===== src/rtl/burst_seq_pkg.sv =====
package burst_seq_pkg;
    typedef enum logic {
        ORDER_LINEAR      = 1'b0,
        ORDER_INTERLEAVED = 1'b1
    } order_e;
endpackage


===== src/rtl/burst_ctl.sv =====
module burst_ctl
    import burst_seq_pkg::*;
#(
    parameter int ADDR_W  = 18,
    parameter int BURST_W = 2
) (
    input  logic               clk,
    input  logic               rst_n,
    input  logic               load,
    input  logic               adv,
    input  logic [ADDR_W-1:0]  start_addr,
    input  logic               order_sel,
    output logic [ADDR_W-1:0]  base_q_o,
    output logic [BURST_W-1:0] cnt_q_o,
    output order_e             order_q_o
);
    localparam logic [BURST_W-1:0] CNT_ONE = BURST_W'(1);

    typedef struct packed {
        logic [ADDR_W-1:0]  base;
        logic [BURST_W-1:0] cnt;
        order_e             order;
    } ctl_state_t;

    ctl_state_t state_d, state_q;

    always_comb begin
        state_d = state_q;
        if (load) begin
            // a load wins over advance; order is captured only here
            state_d.base  = start_addr;
            state_d.cnt   = '0;
            state_d.order = order_e'(order_sel);
        end else if (adv) begin
            state_d.cnt = state_q.cnt + CNT_ONE;
        end
    end

    always_ff @(posedge clk) begin
        if (!rst_n) begin
            state_q <= '{base: '0, cnt: '0, order: ORDER_LINEAR};
        end else begin
            state_q <= state_d;
        end
    end

    assign base_q_o  = state_q.base;
    assign cnt_q_o   = state_q.cnt;
    assign order_q_o = state_q.order;
endmodule


===== src/rtl/burst_order_map.sv =====
module burst_order_map
    import burst_seq_pkg::*;
#(
    parameter int BURST_W = 2
) (
    input  logic [BURST_W-1:0] offset,
    input  logic [BURST_W-1:0] cnt,
    input  order_e             order,
    output logic [BURST_W-1:0] low_bits
);
    logic [BURST_W-1:0] lin_bits;
    logic [BURST_W-1:0] ilv_bits;

    // sum truncates to BURST_W bits, giving the wraparound
    assign lin_bits = offset + cnt;

    genvar gi;
    generate
        for (gi = 0; gi < BURST_W; gi++) begin : g_ilv
            assign ilv_bits[gi] = offset[gi] ^ cnt[gi];
        end
    endgenerate

    always_comb begin
        unique case (order)
            ORDER_INTERLEAVED: low_bits = ilv_bits;
            default:           low_bits = lin_bits;
        endcase
    end
endmodule


===== src/rtl/burst_addr_seq.sv =====
module burst_addr_seq
    import burst_seq_pkg::*;
#(
    parameter int ADDR_W  = 18,
    parameter int BURST_W = 2
) (
    input  logic               clk,
    input  logic               rst_n,
    input  logic               ld_proc,
    input  logic               ld_ctrl,
    input  logic               adv,
    input  logic               order_sel,
    input  logic [ADDR_W-1:0]  start_addr,
    output logic [ADDR_W-1:0]  mem_addr,
    output logic [BURST_W-1:0] burst_pos
);
    localparam int HI_W = ADDR_W - BURST_W;

    logic               load;
    logic [ADDR_W-1:0]  base_q;
    logic [BURST_W-1:0] cnt_q;
    order_e             order_q;
    logic [BURST_W-1:0] low_bits;

    assign load = ld_proc | ld_ctrl;

    burst_ctl #(.ADDR_W(ADDR_W), .BURST_W(BURST_W)) u_ctl (
        .clk        (clk),
        .rst_n      (rst_n),
        .load       (load),
        .adv        (adv),
        .start_addr (start_addr),
        .order_sel  (order_sel),
        .base_q_o   (base_q),
        .cnt_q_o    (cnt_q),
        .order_q_o  (order_q)
    );

    burst_order_map #(.BURST_W(BURST_W)) u_map (
        .offset   (base_q[BURST_W-1:0]),
        .cnt      (cnt_q),
        .order    (order_q),
        .low_bits (low_bits)
    );

    generate
        if (HI_W > 0) begin : g_hi
            assign mem_addr = {base_q[ADDR_W-1:BURST_W], low_bits};
        end else begin : g_nohi
            assign mem_addr = low_bits;
        end
    endgenerate

    assign burst_pos = cnt_q;
endmodule


===== config.mk =====
export PLATFORM = sky130hd
export DESIGN_NAME = burst_addr_seq
export DESIGN_NICKNAME = d
export VERILOG_FILES = /design/src/rtl/burst_seq_pkg.sv /design/src/rtl/burst_ctl.sv /design/src/rtl/burst_order_map.sv /design/src/rtl/burst_addr_seq.sv
export SDC_FILE = /design/constraint.sdc
export NUM_CORES = 1
export LEC_CHECK = 0
export ABC_AREA = 1
export BUFFER_PORTS_ARGS = -buffer_cell sky130_fd_sc_hd__buf_2
export CORE_UTILIZATION = 45
export CTS_CLUSTER_DIAMETER = 200
export CTS_CLUSTER_SIZE = 20
export DETAILED_ROUTE_END_ITERATION = 8
export PLACE_DENSITY_LB_ADDON = 0.08
export SLEW_MARGIN = 10
export SYNTH_ARGS = -nofsm -noshare
export SYNTH_HDL_FRONTEND = slang
export SYNTH_SLANG_ARGS = --single-unit

===== constraint.sdc =====
create_clock -name clk -period 1.05 [get_ports clk]
set_input_delay 0.1575 -clock clk [delete_from_list [all_inputs] [get_ports clk]]
set_output_delay 0.1575 -clock clk [all_outputs]
set_load 0.01 [all_outputs]

**Word level (Yosys, flattened, before mapping)**

Cells that the tools add are included.

- Flip-flop bits (word level): 21
- Bits of input ports: 24
- Output and inout port bits: 20
- Word-level logic and storage cells: 11

- $add $sub $neg: 2
- Muxes and demuxes: 1
- Bitwise gates (word level): 4
- Reduce and logical (&&, ||, !) cells: 1

Operators by type and width:

| kind | number |
|---|---|
| $add 2x1->2 const B | 1 |
| $add 2x2->2 | 1 |
| $mux 2 | 1 |
| $reduce_or 2->1 | 1 |
| $xor 1x1->1 | 2 |
| $not 1->1 | 1 |
| $or 1x1->1 | 1 |

**Longest topological paths before layout**

- Word-level depth: 2
- Gate-level depth with buffers: 6
- Mapped depth without buffers: 6

**Hierarchy**

Synthesis repeated with hierarchy kept, for this count alone.

- Cells, all modules: 112
- Area, all modules: 828.3 um^2

By module, submodules not included:

| module | times used | cells an instance | area an instance (um^2) | seq. area each (um^2) |
|---|---|---|---|---|
| burst_ctl | 1 | 94 | 749.5 | 420.4 |
| burst_order_map | 1 | 15 | 67.6 | 0.0 |
| burst_addr_seq | 1 | 3 | 11.3 | 0.0 |

**Worst setup path before layout**

No wires, ideal clock.

- Path kind: flip-flop to output port
- From: reg u_ctl.state_q, in the netlist u_ctl.cnt_q_o[0]
- To: out mem_addr[1]
- Arrival: 0.847 ns
- Required time: 0.892 ns
- Slack: 0.046 ns
- Stages on the path, launching flop included: 7
- Buffers on the path: 0
- Path through: dfxtp_1 -> ha_1 -> inv_1 -> nor2_1 -> nand3_1 -> nand2_1 -> inv_1

- Cells in the longest elaborated chain, start to end: 2

Ends and longest elaborated chain:

| item | RTL line | text |
|---|---|---|
| start, declared | burst_ctl.sv:25 | `ctl_state_t state_d, state_q;` |
| start signal, assigned | burst_ctl.sv:41 | `state_q <= '{base: '0, cnt: '0, order: ORDER_LINEAR};` |
| start signal, assigned | burst_ctl.sv:43 | `state_q <= state_d;` |
| $add 2x2->2 | burst_order_map.sv:15 | `assign lin_bits = offset + cnt;` |
| $mux 2 | burst_order_map.sv:25 | `unique case (order)` |
| end, declared | burst_addr_seq.sv:14 | `output logic [ADDR_W-1:0] mem_addr,` |

Every way passes these cells.

**Worst setup path after layout**

Ends and elaborated chain as after synthesis.

==> flow_metrics.py <==
metrics = {
    "routing": {
        "firstDrtPassIters": 4,
        "viasPerCell": 4.56,
        "routed_wl_mm": 1.94,
        "routedWlPerCell_um": 10.6,
        "vias": 835,
        "drt_iter0_markers": 12,
        "drc": 0,
        "drtAntennaViolNets": 0,
    },
    "outcome": {
        "violations": "setup timing",
        "status": "complete, but fails checks",
    },
    "critical_path": {
        "reg2reg_slack_ns": 0.16,
        "cp-end-kind": "primary output",
        "path_class": "flip-flop to primary output",
        "start_kind": "flip-flop",
        "crit_fanout": 2,
        "cp.required_ns": 0.89,
        "crit_arrival_ns": 1.21,
    },
    "grt": {
        "overflow": 0,
        "antenna_found_initial": 0,
        "grt_pass1_vias": 775,
        "grt_pass1_wl_mm": 3.33,
        "grt_max_degree": 21,
        "grt_usage_pct": 17.1,
    },
    "floorplan": {
        "fp.dieH_um": 50.4,
        "core_um2": 2210,
        "core.rowCount": 17,
        "io_pins": 44,
        "die_area_um2": 2540,
        "start_util_pct": 47.7,
        "die_x_um": 50.4,
    },
    "clock_tree": {
        "cts_sinks": 21,
        "htreeDepth": 1,
        "cts_buffers": 3,
        "cts_tree": "built",
        "cts_buffer_depth": 2,
        "clock_latency_ns": 0.29,
        "clk_pin_slew_ns": 0.11,
        "cts_root_buf": "clkbuf_4",
    },
    "logic_synthesis": {
        "syn_nets": 152,
        "synth_area_leaders": "dfxtp_1 (40%), buf_4 (13%), nor3_2 (10%)",
        "ys_ff_latch": 21,
        "synth.avg_cell_area_um2": 8.31,
        "syn-cell-area_um2": 1050,
        "ys_warn_count": 0,
        "synth_cell_types": 17,
        "synth_top_area_share_pct": 39.9,
        "syn_inst": 127,
        "seq_area_frac_synth_pct": 39.9,
        "yosys.area.top_type": "dfxtp_1",
    },
    "cells_and_area": {
        "fin_cells": 183,
        "syn_to_final_growth_pct": 14.4,
        "finalInstanceArea_um2": 1210,
        "drive_gt1_share_pct": 44.5,
        "diodes": 0,
        "nets": 181,
    },
    "pwr": {
        "irDropWorstVdd_uv": 788,
        "totalPowerFinal_mw": 1.54,
        "p_leak_nw": 0.587,
        "p_per_area_nw_per_um2": 1280,
    },
    "timing": {
        "relSlewSlack_pct": 79.6,
        "setup_viol": 3,
        "fin_crit_sh_pct": 130,
        "layout_setup_ws_ns": -0.314,
        "slew_violations": 0,
        "worst_slew_pin_slew_ns": 0.306,
        "hold_violations": 0,
        "period_minus_slack_ns": 1.36,
        "fin_skew_ns": 0.000328,
        "finalSetupTns_ns": -0.454,
        "max_clock_freq_mhz": 733,
        "rsz0062_at_grt": "yes",
    },
    "placed_design": {
        "routabilityCongestion": 0.762,
        "io_buffers": 43,
        "dp_cells": 179,
        "dpl-instance-area_um2": 1150,
        "dpl.hpwl_mm": 1.38,
    },
    "job": {
        "maxCapViolations": 0,
    },
    "worst_hold_path": {
        "hp-class": "input port to flip-flop",
    },
}
[Yosys cell counts]
cell type	number
nand2_2	1
dfxtp_1	21
buf_6	2
buf_4	18
nor3_1	9
nor3_2	11
ha_1	1
buf_2	1
nand2_1	10
buf_12	2
nand3_1	2
nor2_2	1
nor2_1	22
o21ai_0	17
clkbuf_1	1
inv_1	6
o21ai_1	2
[through the flow]
step | worst slack [ns] | hold slack (ns) | util [%]
6_report | -0.314 | 0.105 | 54.5
5_1_grt | -0.406 | 0.105 | 54.5
4_1_cts | -0.310 | 0.0963 | 54.4
3_5_place_dp | -0.0142 | 0.409 | 51.9
3_3_place_gp | 0.0408 | 0.396 | 51.9
2_1_floorplan | 0.0457 | 0.303 | -
[state kept, by name, summed over array words and instances (netlist names)]
| register | cells |
|---|---|
| u_ctl.cnt_q_o | 2 |
| u_ctl.base_q_o | 18 |
| u_ctl.order_q_o | 1 |
[cells in the final DEF, fill, tap and decap left out, types with 3 or more instances in the layout]
master,instances
nor3_1,9
inv_1,5
o21ai_0,17
nor3_2,11
buf_2,41
nand2_1,10
buf_4,4
dfxtp_1,18
nor2_1,22
clkbuf_4,3
[final cells by class]
| class | instances | area, µm² |
|---|---|---|
| fillers | 233 | 1010 |
| flip-flops and latches | 21 | 427 |
| multi-input cells | 76 | 418 |
| repair buffers | 48 | 278 |
| well taps | 28 | 35.0 |
| clock buffers | 4 | 26.3 |
| inverters | 6 | 22.5 |
[timing repair]
action / 4_1_cts / 5_1_grt
hold buffers: 0 / 0
buffers inserted: 0 / 1
resized for setup: 6 / 2
endpoints found under the setup margin: 3 / 4
[path summary, 6_finish.rpt]
kind	start	end	cells after the start
max	u_ctl.cnt_q_o[0]	mem_addr[1]	7
min	start_addr[14]	u_ctl.base_q_o[14]	3
max reg2reg	u_ctl.cnt_q_o[0]	u_ctl.cnt_q_o[0]	4
min reg2reg	u_ctl.base_q_o[9]	u_ctl.base_q_o[9]	2
[worst max-delay path, cell delays in order (launching register included)]
cell and delay (ns):
dfxtp_4 0.38, ha_4 0.14, inv_2 0.03, nor2_1 0.08
nand3_1 0.07, nand2_1 0.06, inv_1 0.03, buf_2 0.12
[cells by family (layout without fill, tap and decap cells)]
logic type / Yosys count / count (layout) / share of synthesized area (%)
and+or+nand+nor: 56 / 56 / 28.2
AOI/OAI and AO/OA: 19 / 19 / 9.02
adders and majority gates: 1 / 1 / 1.19
DFF: 21 / 21 / 39.9
buffers and inverters: 30 / 58 / 21.7
[routing by layer]
metal  global-route usage, %  up-vias  part of all wire, %
met3                    3.64        2                  4.2
met2                    28.7       24                   45
met4                    5.56        0                 0.82
li1                        -      450                    -
met5                       0        -                    0
met1                    21.6      359                   50
[power by group]
part           leakage [nW]  switching, mW  total (mW)  internal [mW]
logic                 0.396          0.147       0.281          0.134
registers             0.176         0.0324       0.882          0.850
clock network        0.0150          0.229       0.376          0.147
total                 0.587          0.408        1.54           1.13
Note: power is estimated with default switching activity, not from simulation.
